<file path="config.mk">
export PLATFORM = sky130hd
export DESIGN_NAME = excl_rsp_handler
export DESIGN_NICKNAME = d
export VERILOG_FILES = /design/src/rtl/excl_rsp_pkg.sv /design/src/rtl/excl_rsp_decode.sv /design/src/rtl/excl_rsp_cmd_mux.sv /design/src/rtl/excl_rsp_seq.sv /design/src/rtl/excl_rsp_handler.sv
export SDC_FILE = /design/constraint.sdc
export NUM_CORES = 1
export LEC_CHECK = 0
export BUFFER_PORTS_ARGS = -buffer_cell sky130_fd_sc_hd__buf_2
export CORE_MARGIN = 8
export CORE_UTILIZATION = 40
export DETAILED_ROUTE_END_ITERATION = 10
export PLACE_DENSITY = 0.67
export SLEW_MARGIN = 0
export SYNTH_ARGS = -nofsm -noshare
export SYNTH_HDL_FRONTEND = slang
export SYNTH_SLANG_ARGS = --single-unit
</file>
<file path="constraint.sdc">
create_clock -name clk -period 2.27 [get_ports clk]
set_input_delay 0.1135 -clock clk [delete_from_list [all_inputs] [get_ports clk]]
set_output_delay 0.1135 -clock clk [all_outputs]
set_load 0.02 [all_outputs]
</file>
<file path="src/rtl/excl_rsp_pkg.sv">
// Package: shared encodings for the exclusive/locked response handler.
// Assumes a two-bit bus response code whose upper bit marks an error.
package excl_rsp_pkg;

    // Request kinds presented by the load/store pipeline.
    typedef enum logic [1:0] {
        K_EXCL_RD  = 2'b00,
        K_EXCL_WR  = 2'b01,
        K_SWAP     = 2'b10,
        K_PLAIN_WR = 2'b11
    } op_kind_t;

    // Bus response codes.
    typedef enum logic [1:0] {
        C_OKAY   = 2'b00,
        C_EXOKAY = 2'b01,
        C_SLVERR = 2'b10,
        C_DECERR = 2'b11
    } rsp_code_t;

    // Which bus command of a transaction is in flight.
    typedef enum logic [1:0] {
        PH_FIRST   = 2'b00,
        PH_SWAP_WR = 2'b01,
        PH_RELEASE = 2'b10
    } phase_t;

    // What the sequencer does after a response.
    typedef enum logic [1:0] {
        ACT_FINISH  = 2'b00,
        ACT_SWAP_WR = 2'b01,
        ACT_RELEASE = 2'b10
    } act_t;

    // Completion verdict produced by the decoder.
    typedef struct packed {
        logic data_ok;
        logic stat_vld;
        logic stat;
        logic abort;
    } verdict_t;

    // True for slave error and decode error.
    function automatic logic code_is_err(input rsp_code_t code);
        return code[1];
    endfunction

endpackage

</file>
<file path="src/rtl/excl_rsp_decode.sv">
// Module: excl_rsp_decode
// Purely combinational response table. From the request kind, the phase
// of the transaction and the bus response code it chooses the next action
// and the completion verdict. Assumes the caller only uses the outputs in
// a cycle where a response is actually being taken.
module excl_rsp_decode
    import excl_rsp_pkg::*;
(
    input  op_kind_t  kind,
    input  phase_t    phase,
    input  rsp_code_t code,
    output act_t      act,
    output verdict_t  verdict
);

    logic err;
    assign err = code_is_err(code);

    // Table lookup: one entry per (phase, kind) pair.
    always_comb begin
        act     = ACT_FINISH;
        verdict = '0;
        case (phase)
            PH_FIRST: begin
                case (kind)
                    K_EXCL_RD: begin
                        verdict.data_ok = (code == C_EXOKAY);
                        verdict.abort   = (code != C_EXOKAY);
                    end
                    K_EXCL_WR: begin
                        if (err) begin
                            verdict.abort = 1'b1;
                        end else begin
                            verdict.stat_vld = 1'b1;
                            verdict.stat     = (code == C_OKAY);
                        end
                    end
                    K_SWAP: begin
                        act = err ? ACT_RELEASE : ACT_SWAP_WR;
                    end
                    default: begin
                        verdict.abort = err;
                    end
                endcase
            end
            PH_SWAP_WR: begin
                verdict.data_ok = !err;
                verdict.abort   = err;
            end
            PH_RELEASE: begin
                verdict.abort = 1'b1;
            end
            default: begin
                verdict.abort = 1'b1;
            end
        endcase
    end

    // Guard: a verdict never carries two kinds of result at once.
    always_comb begin
        if (act == ACT_FINISH) begin
            a_single_verdict_r12: assert ($countones({verdict.data_ok, verdict.stat_vld, verdict.abort}) <= 1)
                else $error("decoder produced more than one verdict");
        end
    end

endmodule

</file>
<file path="src/rtl/excl_rsp_cmd_mux.sv">
// Module: excl_rsp_cmd_mux
// Builds the bus command fields from the captured request and the current
// phase. Reads carry zero data and strobes; the release write carries zero
// data, zero strobes and no lock. Assumes the captured request is stable
// for the whole transaction.
module excl_rsp_cmd_mux
    import excl_rsp_pkg::*;
#(
    parameter int ADDR_W = 32,
    parameter int DATA_W = 32,
    localparam int STRB_W = DATA_W / 8
) (
    input  op_kind_t            kind,
    input  phase_t              phase,
    input  logic [ADDR_W-1:0]   addr,
    input  logic [DATA_W-1:0]   wdata,
    input  logic [STRB_W-1:0]   strb,
    output logic                cmd_write,
    output logic [ADDR_W-1:0]   cmd_addr,
    output logic [DATA_W-1:0]   cmd_wdata,
    output logic [STRB_W-1:0]   cmd_strb,
    output logic                cmd_excl,
    output logic                cmd_lock
);

    logic carries_data;

    // Direction and attribute selection per phase.
    always_comb begin
        cmd_addr  = addr;
        cmd_write = 1'b0;
        cmd_excl  = 1'b0;
        cmd_lock  = 1'b0;
        carries_data = 1'b0;
        case (phase)
            PH_FIRST: begin
                cmd_write    = (kind == K_EXCL_WR) || (kind == K_PLAIN_WR);
                cmd_excl     = (kind == K_EXCL_RD) || (kind == K_EXCL_WR);
                cmd_lock     = (kind == K_SWAP);
                carries_data = cmd_write;
            end
            PH_SWAP_WR: begin
                cmd_write    = 1'b1;
                cmd_lock     = 1'b1;
                carries_data = 1'b1;
            end
            PH_RELEASE: begin
                cmd_write = 1'b1;
            end
            default: begin
                cmd_write = 1'b0;
            end
        endcase
    end

    // Data and strobes only travel on stores that may modify memory.
    always_comb begin
        cmd_wdata = carries_data ? wdata : '0;
        cmd_strb  = carries_data ? strb  : '0;
    end

endmodule

</file>
<file path="src/rtl/excl_rsp_seq.sv">
// Module: excl_rsp_seq
// Transaction sequencer. Accepts one request when idle, presents one bus
// command at a time, takes the response and either finishes (registering
// the single-cycle completion outputs) or moves on to the swap's locked
// write or the lock-release write. Assumes a response only arrives after
// its command has been accepted.
module excl_rsp_seq
    import excl_rsp_pkg::*;
#(
    parameter int ADDR_W = 32,
    parameter int DATA_W = 32,
    localparam int STRB_W = DATA_W / 8
) (
    input  logic                clk,
    input  logic                rst_n,
    input  logic                req_valid,
    input  logic [1:0]          req_kind,
    input  logic [ADDR_W-1:0]   req_addr,
    input  logic [DATA_W-1:0]   req_wdata,
    input  logic [STRB_W-1:0]   req_strb,
    output logic                req_ready,
    output logic                cmd_valid,
    input  logic                cmd_ready,
    input  logic                rsp_valid,
    input  logic [DATA_W-1:0]   rsp_rdata,
    input  act_t                dec_act,
    input  verdict_t            dec_verdict,
    output logic                rsp_wait,
    output op_kind_t            cur_kind,
    output phase_t              cur_phase,
    output logic [ADDR_W-1:0]   cur_addr,
    output logic [DATA_W-1:0]   cur_wdata,
    output logic [STRB_W-1:0]   cur_strb,
    output logic                out_done,
    output logic                out_data_vld,
    output logic [DATA_W-1:0]   out_rdata,
    output logic                out_stat_vld,
    output logic                out_stat,
    output logic                out_abort
);

    typedef enum logic [1:0] {
        S_IDLE = 2'b00,
        S_CMD  = 2'b01,
        S_RSP  = 2'b10
    } seq_state_t;

    seq_state_t         state;
    logic [DATA_W-1:0]  swap_data;

    // Handshake views of the state.
    assign req_ready = (state == S_IDLE);
    assign cmd_valid = (state == S_CMD);
    assign rsp_wait  = (state == S_RSP);

    // State, request capture and completion register update.
    always_ff @(posedge clk) begin
        if (!rst_n) begin
            state        <= S_IDLE;
            cur_kind     <= K_EXCL_RD;
            cur_phase    <= PH_FIRST;
            cur_addr     <= '0;
            cur_wdata    <= '0;
            cur_strb     <= '0;
            swap_data    <= '0;
            out_done     <= 1'b0;
            out_data_vld <= 1'b0;
            out_rdata    <= '0;
            out_stat_vld <= 1'b0;
            out_stat     <= 1'b0;
            out_abort    <= 1'b0;
        end else begin
            out_done     <= 1'b0;
            out_data_vld <= 1'b0;
            out_stat_vld <= 1'b0;
            out_stat     <= 1'b0;
            out_abort    <= 1'b0;
            case (state)
                S_IDLE: begin
                    if (req_valid) begin
                        cur_kind  <= op_kind_t'(req_kind);
                        cur_phase <= PH_FIRST;
                        cur_addr  <= req_addr;
                        cur_wdata <= req_wdata;
                        cur_strb  <= req_strb;
                        state     <= S_CMD;
                    end
                end
                S_CMD: begin
                    if (cmd_ready) begin
                        state <= S_RSP;
                    end
                end
                S_RSP: begin
                    if (rsp_valid) begin
                        case (dec_act)
                            ACT_SWAP_WR: begin
                                swap_data <= rsp_rdata;
                                cur_phase <= PH_SWAP_WR;
                                state     <= S_CMD;
                            end
                            ACT_RELEASE: begin
                                cur_phase <= PH_RELEASE;
                                state     <= S_CMD;
                            end
                            default: begin
                                out_done     <= 1'b1;
                                out_data_vld <= dec_verdict.data_ok;
                                out_stat_vld <= dec_verdict.stat_vld;
                                out_stat     <= dec_verdict.stat;
                                out_abort    <= dec_verdict.abort;
                                if (dec_verdict.data_ok) begin
                                    out_rdata <= (cur_phase == PH_SWAP_WR) ? swap_data : rsp_rdata;
                                end
                                state <= S_IDLE;
                            end
                        endcase
                    end
                end
                default: begin
                    state <= S_IDLE;
                end
            endcase
        end
    end

    // A presented command holds its address until accepted.
    p_cmd_hold_r7: assert property (@(posedge clk) disable iff (!rst_n)
        (cmd_valid && !cmd_ready) |=> (cmd_valid && $stable(cur_addr) && $stable(cur_phase)))
        else $error("command changed before acceptance");

    // Completion pulses never repeat in consecutive cycles.
    p_done_pulse_r12: assert property (@(posedge clk) disable iff (!rst_n)
        out_done |=> !out_done)
        else $error("completion held longer than one cycle");

    // A swap always passes through its first phase before any second phase.
    p_phase_order_r9: assert property (@(posedge clk) disable iff (!rst_n)
        (req_ready && req_valid) |=> (cmd_valid && cur_phase == PH_FIRST))
        else $error("transaction did not start in first phase");

endmodule

</file>
<file path="src/rtl/excl_rsp_handler.sv">
// Module: excl_rsp_handler (top)
// Turns bus responses of exclusive reads, exclusive writes, locked swaps
// and plain writes into completion pulses, store-exclusive status and
// external abort, and sequences the lock-release write after a failed
// locked read. Assumes one outstanding transaction at a time; the
// exclusive reservation itself is kept elsewhere.
module excl_rsp_handler
    import excl_rsp_pkg::*;
#(
    parameter int ADDR_W = 32,
    parameter int DATA_W = 32,
    localparam int STRB_W = DATA_W / 8
) (
    input  logic                clk,
    input  logic                rst_n,
    input  logic                req_valid,
    output logic                req_ready,
    input  logic [1:0]          req_kind,
    input  logic [ADDR_W-1:0]   req_addr,
    input  logic [DATA_W-1:0]   req_wdata,
    input  logic [STRB_W-1:0]   req_strb,
    output logic                cmd_valid,
    input  logic                cmd_ready,
    output logic                cmd_write,
    output logic [ADDR_W-1:0]   cmd_addr,
    output logic [DATA_W-1:0]   cmd_wdata,
    output logic [STRB_W-1:0]   cmd_strb,
    output logic                cmd_excl,
    output logic                cmd_lock,
    input  logic                rsp_valid,
    input  logic [1:0]          rsp_code,
    input  logic [DATA_W-1:0]   rsp_rdata,
    output logic                out_done,
    output logic                out_data_vld,
    output logic [DATA_W-1:0]   out_rdata,
    output logic                out_stat_vld,
    output logic                out_stat,
    output logic                out_abort
);

    op_kind_t           cur_kind;
    phase_t             cur_phase;
    logic [ADDR_W-1:0]  cur_addr;
    logic [DATA_W-1:0]  cur_wdata;
    logic [STRB_W-1:0]  cur_strb;
    act_t               dec_act;
    verdict_t           dec_verdict;
    logic               rsp_wait;
    logic               rsp_take;
    rsp_code_t          code_t;

    assign code_t   = rsp_code_t'(rsp_code);
    assign rsp_take = rsp_wait && rsp_valid;

    excl_rsp_decode u_decode (
        .kind    (cur_kind),
        .phase   (cur_phase),
        .code    (code_t),
        .act     (dec_act),
        .verdict (dec_verdict)
    );

    excl_rsp_cmd_mux #(.ADDR_W(ADDR_W), .DATA_W(DATA_W)) u_cmd_mux (
        .kind      (cur_kind),
        .phase     (cur_phase),
        .addr      (cur_addr),
        .wdata     (cur_wdata),
        .strb      (cur_strb),
        .cmd_write (cmd_write),
        .cmd_addr  (cmd_addr),
        .cmd_wdata (cmd_wdata),
        .cmd_strb  (cmd_strb),
        .cmd_excl  (cmd_excl),
        .cmd_lock  (cmd_lock)
    );

    excl_rsp_seq #(.ADDR_W(ADDR_W), .DATA_W(DATA_W)) u_seq (
        .clk          (clk),
        .rst_n        (rst_n),
        .req_valid    (req_valid),
        .req_kind     (req_kind),
        .req_addr     (req_addr),
        .req_wdata    (req_wdata),
        .req_strb     (req_strb),
        .req_ready    (req_ready),
        .cmd_valid    (cmd_valid),
        .cmd_ready    (cmd_ready),
        .rsp_valid    (rsp_valid),
        .rsp_rdata    (rsp_rdata),
        .dec_act      (dec_act),
        .dec_verdict  (dec_verdict),
        .rsp_wait     (rsp_wait),
        .cur_kind     (cur_kind),
        .cur_phase    (cur_phase),
        .cur_addr     (cur_addr),
        .cur_wdata    (cur_wdata),
        .cur_strb     (cur_strb),
        .out_done     (out_done),
        .out_data_vld (out_data_vld),
        .out_rdata    (out_rdata),
        .out_stat_vld (out_stat_vld),
        .out_stat     (out_stat),
        .out_abort    (out_abort)
    );

    // Idle handler presents no command.
    p_idle_quiet_r1: assert property (@(posedge clk) disable iff (!rst_n)
        req_ready |-> !cmd_valid)
        else $error("command while idle");

    // Exclusive read success returns the bus data.
    p_xrd_data_r2: assert property (@(posedge clk) disable iff (!rst_n)
        (rsp_take && cur_phase == PH_FIRST && cur_kind == K_EXCL_RD && rsp_code == 2'b01)
        |=> (out_data_vld && !out_abort && out_rdata == $past(rsp_rdata)))
        else $error("exclusive read success not delivered");

    // Exclusive read without exclusive success aborts.
    p_xrd_abort_r3: assert property (@(posedge clk) disable iff (!rst_n)
        (rsp_take && cur_phase == PH_FIRST && cur_kind == K_EXCL_RD && rsp_code != 2'b01)
        |=> (out_abort && !out_data_vld))
        else $error("exclusive read failure not aborted");

    // Exclusive write exclusive-okay reports status 0.
    p_xwr_pass_r4: assert property (@(posedge clk) disable iff (!rst_n)
        (rsp_take && cur_phase == PH_FIRST && cur_kind == K_EXCL_WR && rsp_code == 2'b01)
        |=> (out_stat_vld && !out_stat && !out_abort))
        else $error("exclusive write success status wrong");

    // Exclusive write plain okay reports status 1.
    p_xwr_fail_status_r5: assert property (@(posedge clk) disable iff (!rst_n)
        (rsp_take && cur_phase == PH_FIRST && cur_kind == K_EXCL_WR && rsp_code == 2'b00)
        |=> (out_stat_vld && out_stat && !out_abort))
        else $error("exclusive write okay status wrong");

    // Exclusive write error aborts.
    p_xwr_err_r6: assert property (@(posedge clk) disable iff (!rst_n)
        (rsp_take && cur_phase == PH_FIRST && cur_kind == K_EXCL_WR && rsp_code[1])
        |=> (out_abort && !out_stat_vld))
        else $error("exclusive write error not aborted");

    // Successful locked read leads to the locked write.
    p_swap_write_r7: assert property (@(posedge clk) disable iff (!rst_n)
        (rsp_take && cur_phase == PH_FIRST && cur_kind == K_SWAP && !rsp_code[1])
        |=> (cmd_valid && cmd_write && cmd_lock && !cmd_excl && !out_done))
        else $error("locked write did not follow");

    // Failed locked read leads to a zero-strobe unlocked release write.
    p_release_cmd_r9: assert property (@(posedge clk) disable iff (!rst_n)
        (rsp_take && cur_phase == PH_FIRST && cur_kind == K_SWAP && rsp_code[1])
        |=> (cmd_valid && cmd_write && cmd_strb == '0 && !cmd_lock
             && cmd_addr == $past(cmd_addr) && !out_done))
        else $error("release write malformed");

    // Release response always ends in abort.
    p_release_abort_r10: assert property (@(posedge clk) disable iff (!rst_n)
        (rsp_take && cur_phase == PH_RELEASE) |=> (out_done && out_abort))
        else $error("release did not abort");

    // Plain write never marks exclusive or locked.
    p_plain_attr_r11: assert property (@(posedge clk) disable iff (!rst_n)
        (cmd_valid && cur_kind == K_PLAIN_WR) |-> (!cmd_excl && !cmd_lock))
        else $error("plain write carries attributes");

    // Result pulses only with completion, at most one kind.
    p_verdict_with_done_r12: assert property (@(posedge clk) disable iff (!rst_n)
        (out_data_vld || out_stat_vld || out_abort)
        |-> (out_done && $countones({out_data_vld, out_stat_vld, out_abort}) == 1))
        else $error("result pulse outside completion");

endmodule

</file>
=== After elaboration in Yosys (flattened, before gate mapping) ===
Cells that the tools add are included.

* Register bits: 143
* Bits in latches: 0
* Memory bits (writable): 0
* Bits in read-only memories: 0
* Memories kept: 0

* Reductions and logical operators: 19
* Equal/unequal tests: 15
* Bitwise gates (word level): 6
* Divide/modulo/power cells: 0
* Shift operators: 0
* Multipliers: 0
* Add/subtract/negate cells: 0
* $lt $le $gt $ge: 0
* Mux-type cells: 26

{| class="wikitable"
|+ Operator list
! cell !! count
|-
| 2-to-1 mux 32 bit || 2
|-
| 2-to-1 mux 2 bit || 9
|-
| == test 2 x 1 -> 1 bit (second input constant) || 5
|-
| == test 2 bit (second input constant) || 5
|-
| case mux 1 bit (2 select lines) || 5
|-
| AND reduction 3 bit || 3
|-
| zero test 2 bit || 4
|-
| case mux 2 bit (2 select lines) || 2
|-
| AND reduction 4 bit || 2
|-
| OR reduction 8 bit || 1
|-
| OR reduction 7 bit || 1
|-
| inverter 1 bit || 6
|-
| case mux 2 bit (3 select lines) || 1
|-
| 2-to-1 mux 1 bit || 5
|-
| OR reduction 5 bit || 1
|-
| 2-to-1 mux 4 bit || 1
|-
| inequality test 2 x 1 -> 1 bit (second input constant) || 2
|-
| inequality test 2 bit (second input constant) || 2
|-
| OR reduction 2 bit || 2
|-
| inequality test 3 x 1 -> 1 bit (second input constant) || 1
|-
| case mux 1 bit (3 select lines) || 1
|-
| logical OR 1 bit || 2
|-
| AND reduction 2 bit || 1
|-
| nonzero test 2 bit || 1
|-
| zero test 1 bit || 1
|}

=== Logic depth before layout (Yosys ltp) ===
Gate-level depths: netlist of run 1.

* Depth after elaboration: 8
* Mapped depth: 11
* Gate-level depth less buffers: 9

=== Hierarchy ===
A second synthesis of run 1 with hierarchy kept.

* Cell total of the unflattened synthesis: 727
* Area, all modules: 6,115.9 um^2

{| class="wikitable"
|+ Modules (own cells, without submodules)
! module !! times used !! cells an instance !! area an instance (um^2)
|-
| excl_rsp_seq || 1 || 634 || 5,422.7
|-
| excl_rsp_cmd_mux || 1 || 82 || 588.1
|-
| excl_rsp_decode || 1 || 11 || 105.1
|}

=== Worst setup path after synthesis of run 1 ===
OpenSTA, ideal clock, no wires.

* Kind: reg2reg
* Start point: register u_seq.cur_phase[0]
* End point: register u_seq.out_rdata[10]
* Arrival: 1.821 ns
* Setup time: 0.119 ns
* Period minus slack after synthesis: 1.940 ns
* Stages on the path, launching flop included: 10
* Setup slack: 0.330 ns
* Cells stage by stage: dfxtp_1 -> inv_1 -> ha_1 -> and2b_2 -> nand3_1 -> inv_1 -> ha_1 -> o2111ai_4 -> buf_8 -> mux2i_1

* Longest elaborated chain between the ends: 6
* Elaborated cells between the ends (all ways): 10
* Those cells by class: 3 x eq/ne; 3 x mux; 1 x bitwise; 3 x reduce/logical

{| class="wikitable"
|+ RTL lines
! what !! line !! text
|-
| start, declared || excl_rsp_seq.sv:30 || <nowiki>output phase_t cur_phase,</nowiki>
|-
| start signal, assigned || excl_rsp_seq.sv:61 || <nowiki>cur_phase <= PH_FIRST;</nowiki>
|-
| start signal, assigned || excl_rsp_seq.sv:82 || <nowiki>cur_phase <= PH_FIRST;</nowiki>
|-
| start signal, assigned || excl_rsp_seq.sv:99 || <nowiki>cur_phase <= PH_SWAP_WR;</nowiki>
|-
| zero test 2 bit || excl_rsp_decode.sv:23 || <nowiki>case (phase)</nowiki>
|-
| 2-to-1 mux 2 bit || excl_rsp_decode.sv:23 ||
|-
| == test 2 x 1 -> 1 bit / == test 2 bit (equally long branches) || excl_rsp_seq.sv:96 || <nowiki>case (dec_act)</nowiki>
|-
| OR reduction 2 bit (no line) || - ||
|-
| inverter 1 bit (no line) || - ||
|-
| AND reduction 4 bit (no line) || - ||
|-
| end signal, assigned || excl_rsp_seq.sv:113 || <nowiki>out_rdata <= (cur_phase == PH_SWAP_WR) ? swap_data : rsp_rdata;</nowiki>
|-
| end, declared || excl_rsp_seq.sv:36 || <nowiki>output logic [DATA_W-1:0] out_rdata,</nowiki>
|}

Several ways; a longest one is shown, not always the timed one.
A chain may end at the register's enable or synchronous reset.

=== Worst setup path in the final report of run 1 ===
* Start point: register u_seq.cur_phase[0]
* End point: output port cmd_wdata[10]

* Longest elaborated chain between the ends: 3
* Elaborated cells between the ends (all ways): 4
* Those cells by class: 1 x eq/ne; 2 x mux; 1 x reduce/logical

{| class="wikitable"
|+ RTL lines
! what !! line !! text
|-
| == test 2 x 1 -> 1 bit / zero test 2 bit (equally long branches) || excl_rsp_cmd_mux.sv:35 || <nowiki>case (phase)</nowiki>
|-
| case mux 1 bit (2 select lines) * || excl_rsp_cmd_mux.sv:35 ||
|-
| 2-to-1 mux 32 bit * || excl_rsp_cmd_mux.sv:58 || <nowiki>cmd_wdata = carries_data ? wdata : '0;</nowiki>
|-
| end, declared || excl_rsp_handler.sv:26 || <nowiki>output logic [DATA_W-1:0] cmd_wdata,</nowiki>
|}

Mark *: on every way between the ends. The rest lies on a longest branch, timed or not.

==> results of run 1 <==
==> routing by layer <==
layer  part of all wire (%)  track usage, %
met2                     48            30.7
met3                    8.0            7.81
met1                     41            20.4
met5                      0               0
met4                    2.8            8.75
==> cell type report <==
cell class	count	area (sq um)	area share, %
clock inverters	10	160	1.80
repair buffers	337	2310	26.0
inverters	7	27.5	0.309
multi-input cells	524	2830	31.8
clock buffers	21	470	5.28
well taps	184	230	2.59
flip-flops and latches	143	2860	32.1
diodes	2	5.00	0.0562
==> worst paths after layout <==
kind	depth (start not counted)	slack (ns)	endpoint
worst min-delay path	3	0.04	u_seq.state[0]
worst max register to register	9	0.18	u_seq.out_rdata[23]
worst min register to register	2	0.45	u_seq.cur_wdata[11]
worst max-delay path	7	0.17	cmd_wdata[10]
==> power breakdown <==
| part | total (uW) | leakage (uW) | internal, uW | switching [uW] |
|---|---|---|---|---|
| registers | 2650 | 0.00116 | 2610 | 44.4 |
| logic | 818 | 0.00271 | 376 | 442 |
| clock network | 2960 | 0.000309 | 1920 | 1040 |
==> logic make-up (layout without fill, tap and decap cells) <==
| logic type | count (synthesis) | after routing | share of synthesized area [%] |
|---|---|---|---|
| muxes | 64 | 64 | 11.4 |
| other | 0 | 2 | 0 |
| adders and majority gates | 5 | 5 | 1.05 |
| DFF | 143 | 143 | 47.8 |
| and+or+nand+nor | 337 | 337 | 24.3 |
| AOI/OAI and AO/OA | 118 | 118 | 10.5 |
| buffers and inverters | 60 | 375 | 5.00 |
==> through the flow <==
step	power, uW	std cells	util [%]
floorplan	3110	727	-
global route	6700	1228	61.0
finish	6430	1228	61.0
global placement	3360	1091	49.5
CTS	6500	1226	61.0
detailed placement	3370	1091	49.5
==> layout by cell type, fill, tap and decap left out, types with 2 or more instances in the layout <==
master,n
a21oi_1,107
a31oi_1,2
and2b_1,19
buf_12,5
buf_2,218
buf_4,9
bufinv_16,4
clkbuf_16,17
clkbuf_8,3
clkinv_2,4
clkinv_4,2
dfxtp_1,143
diode_2,2
dlygate4sd3_1,104
ha_1,4
inv_1,6
mux2_2,32
mux2i_1,32
nand2_1,273
nand2b_1,2
nand3_1,5
nor2_1,8
nor2b_1,18
nor3b_1,2
o21ai_0,3
==> state kept, by name, indices dropped and copies added, names as in the netlist, 2 cells and up <==
register         flops
u_seq.swap_data     32
u_seq.out_rdata     32
u_seq.state          2
u_seq.cur_phase      2
u_seq.cur_addr      32
u_seq.cur_kind       2
u_seq.cur_strb       4
u_seq.cur_wdata     32
==> critical path: stages, from the launching register on <==
cell and delay [ns]:
dfxtp_1 0.37, inv_1 0.06, ha_1 0.20, buf_4 0.16
a21oi_2 0.17, buf_8 0.23, and2b_1 0.22, buf_2 0.16
==> what timing repair did <==
action	in CTS	in global routing
endpoints found under the setup margin	0	19
hold buffers	104	0
resized for setup	0	2
endpoints found under the hold margin	104	0
==> flow_summary.ini, run 1 <==
[outcome]
status = complete, no violations

[place]
placed_area_sq_mm = 0.00722
pre_cts_ws_ns = 0.200
dp_hpwl_mm = 11.4
port_buffers = 218
gp_congestion = 0.773

[worst_setup_path]
critPathLaunch = u_seq.cur_phase[0]
worst-path-max-fanout = 36
crit_required_ns = 2.16
worst_setup_path_end_kind = output pin
path_class = flop to output pin
cp-start-kind = flop
arrival_ns = 1.99
rr_startpoint = u_seq.cur_phase[0]

[die]
die-area_sq_mm = 0.0191
die_y_microns = 138
ioPinCount = 219
core-area_sq_mm = 0.0146
die_w_microns = 138
start_util_pct = 41.0
std_cell_rows = 44

[synthesis]
synthArstFlopShare_pct = 0
synth-edff-count = 0
synth_common_cells = nand2_1 (273), dfxtp_1 (143), a21oi_1 (108)
synth_cell_type_count = 35
synth_top_area_cell = dfxtp_1
syn_area_per_cell_sq_um = 8.23
synth_warnings = 0
synth.most_common_cell = nand2_1
seq_area_frac_synth_pct = 47.8
syn_nets = 841
synth.area.top_cells = dfxtp_1 (48%), nand2_1 (17%), a21oi_1 (9.0%), mux2_2 (6.0%), mux2i_1 (5.4%)
syn_area_sq_mm = 0.00598
synthFlopType = dfxtp_1
synth_top_cell_area_share_pct = 47.8
ys_ff_latch = 143
syn_inst = 727

[cts]
clk-insertion-delay-late_ns = 0.41
cts_buffers = 17
cts.sinks = 143
cts_tree = yes
clk_pin_slew_ns = 0.06
cts_setup_buffers = 0
cts_buffer_depth = 2
clk_root_buffer_cell = clkbuf_16
cts_max_level = 4

[sta]
rsz0062_at_grt = no
period_share_pct = 92.7
slew_headroom_pct = 60.6
finalClockSkew_ns = 0.0131
tightest_slew_ns = 0.591
whs_ns = 0.0411
finalSetupViolations = 0
clock.fmax_ghz = 0.475
drv_slew = 0
finalHoldViolCount = 0
setup_ws_ns = 0.165
fin_crit_ns = 2.10
fin_tns_setup_ns = 0

[global_routing]
grt_pass1_vias = 5972
grt_pass1_wl_mm = 29.7
grt_max_degree = 71
grt_antenna_before_repair = 2
grt_overflow_total = 0
grt_use_total_pct = 18.6

[pwr]
p_per_area_mw_per_mm2 = 722
p_leak_uw = 0.00418
peakVddDrop_v = 0.000916

[detailed_routing]
vias_per_cell = 4.78
first_pass_iters = 4
wl_per_cell_microns = 14.9
drc = 0
drtIter0Drc = 270
routed_wl_mm = 18.4
dr_total_vias = 5868
antenna_left = 0

[finish]
stdcell_area_sq_mm = 0.00890
drive_above_1_share_pct = 29.0
syn2layout_area_growth_pct = 48.8
fill_cells = 1235
nets = 1144

[hold_path]
min_path_type = input pin to flop
min-delay-start = rsp_valid

[flow_run]
maxCapViolCount = 0
Note: power is estimated with default switching activity, not from simulation.
==> run 2: changes to the inputs <==
--- a/config.mk
+++ b/config.mk
@@ -6,10 +6,12 @@
 export NUM_CORES = 1
 export LEC_CHECK = 0
 export BUFFER_PORTS_ARGS = -buffer_cell sky130_fd_sc_hd__buf_2
+export CELL_PAD_IN_SITES_DETAIL_PLACEMENT = 0
+export CELL_PAD_IN_SITES_GLOBAL_PLACEMENT = 1
 export CORE_MARGIN = 8
-export CORE_UTILIZATION = 40
+export CORE_UTILIZATION = 35
 export DETAILED_ROUTE_END_ITERATION = 10
-export PLACE_DENSITY = 0.67
+export PLACE_DENSITY = 0.79
 export SLEW_MARGIN = 0
 export SYNTH_ARGS = -nofsm -noshare
 export SYNTH_HDL_FRONTEND = slang
==> run 2 against run 1 <==
Effect of this change: cell count increased by 3.4%; sequential share of layout area about the same; total power decreased by 5.6%; first-iteration DRC count decreased by 29%; core utilization decreased by 8.6 points.
==> flow_summary.ini, run 2 (synthesis results as in run 1) <==
[outcome]
status = complete, no violations

[place]
port_buffers = 218
placed_area_sq_mm = 0.00731
gp_congestion = 0.708
dp_hpwl_mm = 12.1
numPlacedInstances = 1134

[die]
die-area_sq_mm = 0.0215
ioPinCount = 219
die_w_microns = 147
core-area_sq_mm = 0.0170
start_util_pct = 35.2
std_cell_rows = 48
die_y_microns = 147

[detailed_routing]
dr_total_vias = 5806
vias_per_cell = 4.57
drtIter0Drc = 192
drc = 0
routed_wl_mm = 18.3
antenna_left = 0
first_pass_iters = 4
wl_per_cell_microns = 14.4

[worst_setup_path]
worst-path-max-fanout = 36
cp.depth = 7
arrival_ns = 1.95
slowest_stage = dfxtp_1
crit_path_cell_trace = inv_1 -> ha_1 -> buf_4 -> a21oi_2 -> buf_12 -> and2b_1 -> buf_2
crit_required_ns = 2.16
worst_setup_path_end_kind = output pin
reg2reg_depth = 9
cp_num_buf_inv = 4
path_class = flop to output pin
worst_path_dominant_cell_family = buffers and inverters
max_stage_delay_ns = 0.37
cp-start-kind = flop

[cts]
clk_root_buffer_cell = clkbuf_16
cts_max_level = 4
cts_buffer_depth = 2
clk_pin_slew_ns = 0.06
cts_buffers = 17
cts.sinks = 143
clk-insertion-delay-late_ns = 0.41
cts_tree = yes

[sta]
finalSetupViolations = 0
drv_slew = 0
slew_headroom_pct = 49.6
rsz0062_at_grt = no
clock.fmax_ghz = 0.484
fin_crit_ns = 2.07
period_share_pct = 91.0
finalClockSkew_ns = 0.00705
finalHoldViolCount = 0
tightest_slew_ns = 0.756
fin_tns_setup_ns = 0

[finish]
nets = 1147
multi_input_area_sq_mm = 0.00283
diodes = 0
layout_common_cells = nand2_1 (273), buf_2 (218), dfxtp_1 (143)
drive_above_1_share_pct = 29.1
syn2layout_area_growth_pct = 48.9
post-route-util_pct = 52.4
fill_cells = 1617
stdcell_area_sq_mm = 0.00891
final_common_cell = nand2_1
layout.area.seq_sq_mm = 0.00286
instances_no_fill = 1270

[global_routing]
grt_use_met1_pct = 19.3
grt_overflow_total = 0
grt_pass1_wl_mm = 29.9
met3_usage_pct = 6.31
grt_max_degree = 71
top_usage_layer = met2
met2_usage_pct = 27.9
grt_use_total_pct = 16.9
grt_antenna_before_repair = 1
grt_pass1_vias = 5891

[pwr]
seq_power_share_pct = 43.8
p_leak_uw = 0.00416
p_sw_share_pct = 25.3
p_comb_share_pct = 13.2
peakVddDrop_v = 0.000522
power.switching_uw = 1540
power_uw = 6070
internal_power_uw = 4530
p_per_area_mw_per_mm2 = 681
clkPwrFrac_pct = 43.0

[hold_path]
hold_path_depth = 3
min_path_type = input pin to flop

[flow_run]
maxCapViolCount = 0
## run 2: cell types whose count changed in the layout (fill, tap and decap cells not counted), sizes merged
cell      before  now
clkinv         6    5
inv            6    7
clkinvlp       1    4
diode          2    0
buf          233  236
bufinv         4    1
## run 2: power by group through the flow
| stage | Combinational [uW] | Clock, uW | Sequential, uW |
|---|---|---|---|
| after floorplan | 354 | 0 | 2750 |
| after global placement | 663 | 0 | 2710 |
| after detailed placement | 662 | 0 | 2710 |
| after CTS | 806 | 2690 | 2660 |
| after global routing | 883 | 2800 | 2670 |
| final | 802 | 2610 | 2660 |
## run 2: metal layers
| layer | vias up | wire [microns] |
|---|---|---|
| met2 | 150 | 8770 |
| met3 | 28 | 1420 |
| met4 | 2 | 397 |
| met1 | 2645 | 7750 |
| met5 | - | 8 |
| li1 | 2981 | - |
## run 2: path summary, 6_finish.rpt
path,from,slack (ns),to
max,u_seq.cur_phase[1],0.20,cmd_wdata[24]
min,rsp_valid,0.04,u_seq.state[0]
max reg2reg,u_seq.cur_phase[1],0.29,u_seq.swap_data[31]
min reg2reg,u_seq.cur_wdata[27],0.45,u_seq.cur_wdata[27]
## run 2: area by class of cell
class | instances | area share (%)
inverter | 7 | 0.309
tap | 225 | 3.16
timing repair buffer | 340 | 26.4
clock buffer | 21 | 5.17
clock inverter | 10 | 0.997
multi-input combinational | 524 | 31.8
sequential | 143 | 32.1
## run 2: metrics by stage
stage | hold slack [ns] | setup WS, ns
after floorplan | 0.190 | 0.330
after global placement | 0.320 | 0.165
after detailed placement | 0.325 | 0.107
after CTS | 0.0175 | 0.110
after global routing | 0.0326 | 0.0878
final | 0.0426 | 0.203
## run 2: what timing repair did
item / CTS / global route
resized for setup: 0 / 0
hold buffers: 104 / 0
buffers inserted: 0 / 1
endpoints found under the hold margin: 104 / 0
setup endpoints to repair: 0 / 26
## run 2: tightest hold or removal path: stages
cell,delay (ns)
buf_2,0.14
nand2_1,0.07
a31oi_1,0.07
==> run 3: changes to the inputs <==
--- a/config.mk
+++ b/config.mk
@@ -11,6 +11,7 @@
 export CORE_MARGIN = 8
 export CORE_UTILIZATION = 35
 export DETAILED_ROUTE_END_ITERATION = 10
+export GPL_ROUTABILITY_DRIVEN = 0
 export PLACE_DENSITY = 0.79
 export SLEW_MARGIN = 0
 export SYNTH_ARGS = -nofsm -noshare
==> constraint.sdc (replaced) <==
create_clock -name clk -period 2.27 [get_ports clk]
set_input_delay 0 -clock clk [delete_from_list [all_inputs] [get_ports clk]]
set_output_delay 0 -clock clk [all_outputs]
set_load 0.02 [all_outputs]
==> run 3 against run 2 <==
Effect of this change: hold slack better by 0.32 ns; clock power is 18% higher; sequential share of layout area is 0.44 points lower; sequential cell count stayed put; critical endpoint is now u_seq.out_rdata[29].
==> flow_summary.ini, run 3 (synthesis results as in run 1) <==
[pwr]
p_comb_share_pct = 12.6
p_per_area_mw_per_mm2 = 726
seq_power_share_pct = 40.4
internal_power_uw = 5020
p_leak_uw = 0.00422
clkPwrFrac_pct = 47.0
p_sw_share_pct = 23.4
peakVddDrop_v = 0.000471
power.switching_uw = 1540

[place]
placed_area_sq_mm = 0.00729
dp_hpwl_mm = 11.9
numPlacedInstances = 1134
port_buffers = 218

[global_routing]
grt_overflow_total = 0
grt_antenna_before_repair = 2
grt_use_total_pct = 16.8
grt_max_degree = 71
grt_pass1_vias = 5924
grt_pass1_wl_mm = 29.8

[outcome]
status = complete, no violations

[cts]
clk_pin_slew_ns = 0.06
cts_resized = 0
cts_setup_buffers = 0
cts_buffer_depth = 2
cts_buffers = 17
cts_max_level = 4
clk_root_buffer_cell = clkbuf_16
clk-insertion-delay-late_ns = 0.41
cts_tree = yes
cts.sinks = 143

[die]
die_w_microns = 147
core-area_sq_mm = 0.0170
start_util_pct = 35.2
std_cell_rows = 48
ioPinCount = 219
die_y_microns = 147
die-area_sq_mm = 0.0215

[sta]
whs_ns = 0.358
rsz0062_at_grt = no
clock.fmax_ghz = 0.484
tightest_slew_ns = 0.661
drv_slew = 0
fin_crit_ns = 2.07
slew_headroom_pct = 55.9
fin_tns_setup_ns = 0
finalHoldViolCount = 0
finalSetupViolations = 0
finalClockSkew_ns = 0.00858
period_share_pct = 91.0

[worst_setup_path]
worst-path-max-fanout = 32
crit_path_cell_trace = inv_1 -> ha_1 -> and2b_2 -> nand3_1 -> inv_1 -> ha_1 -> o2111ai_4 -> buf_12 -> mux2i_1
arrival_ns = 2.40
cp-start-kind = flop
max_stage_delay_ns = 0.39
cp_num_buf_inv = 3
crit_required_ns = 2.61
slowest_stage = dfxtp_1
worst_setup_path_end_kind = flop
worst_path_dominant_cell_family = adder cells
path_class = flop to flop

[detailed_routing]
routed_wl_mm = 18.2
drtIter0Drc = 234
dr_total_vias = 5785
first_pass_iters = 4
wl_per_cell_microns = 14.3
vias_per_cell = 4.54
drc = 0
antenna_left = 0

[finish]
instances_no_fill = 1275
drive_above_1_share_pct = 29.0
stdcell_area_sq_mm = 0.00903
nets = 1151
syn2layout_area_growth_pct = 51.0
fill_cells = 1586
final_common_cell = nand2_1
layout_common_cells = nand2_1 (273), buf_2 (218), dfxtp_1 (143)

[hold_path]
min_path_type = input pin to flop

[flow_run]
maxCapViolCount = 0
## run 3: worst min-delay path, stage by stage
cell and delay (ns):
dlygate4sd3_1 0.54, buf_2 0.13, nor3b_1 0.05
## run 3: cell type report
cell class | instances | area, sq um | share of cell area [%]
flip-flops and latches | 143 | 2860 | 31.7
multi-input cells | 524 | 2830 | 31.4
repair buffers | 344 | 2370 | 26.3
clock buffers | 20 | 467 | 5.17
well taps | 225 | 282 | 3.12
clock inverters | 10 | 184 | 2.04
inverters | 7 | 27.5 | 0.305
diodes | 2 | 5.00 | 0.0554
## run 3: worst paths after layout
path | start | end | slack (ns) | depth (start not counted)
setup / recovery | u_seq.cur_phase[0] | u_seq.out_rdata[29] | 0.20 | 9
hold / removal | rsp_code[0] | u_seq.out_stat | 0.36 | 3
setup reg to reg | u_seq.cur_phase[0] | u_seq.out_rdata[29] | 0.20 | 9
hold reg to reg | u_seq.cur_addr[10] | u_seq.cur_addr[10] | 0.45 | 2
## run 3: per-stage QoR
| stage | setup WS (ns) | utilization, % | power (uW) |
|---|---|---|---|
| floorplan | 0.330 | - | 3110 |
| global placement | 0.299 | 42.9 | 3380 |
| detailed placement | 0.220 | 42.9 | 3380 |
| CTS | 0.208 | 53.1 | 6640 |
| global route | 0.0352 | 53.2 | 6840 |
| finish | 0.205 | 53.2 | 6550 |
## run 3: metal layers
layer  GRT usage, %  routed length, microns  up-vias
met5              0                       0        -
met4           6.59                     378        0
met3           6.61                    1360       28
met2           27.0                    8560      150
met1           19.7                    7880     2612
li1               -                       -     2995
## run 3: power by group through the flow
stage	combinational, uW	clock (uW)	sequential, uW
after floorplan	354	0	2750
after global placement	680	0	2700
after detailed placement	678	0	2700
after CTS	829	3160	2650
after global routing	912	3260	2660
final	825	3080	2650
## run 3: what timing repair did
| action | CTS | global route |
|---|---|---|
| hold buffers | 109 | 0 |
| endpoints found under the hold margin | 130 | 0 |
| setup endpoints to repair | 0 | 0 |
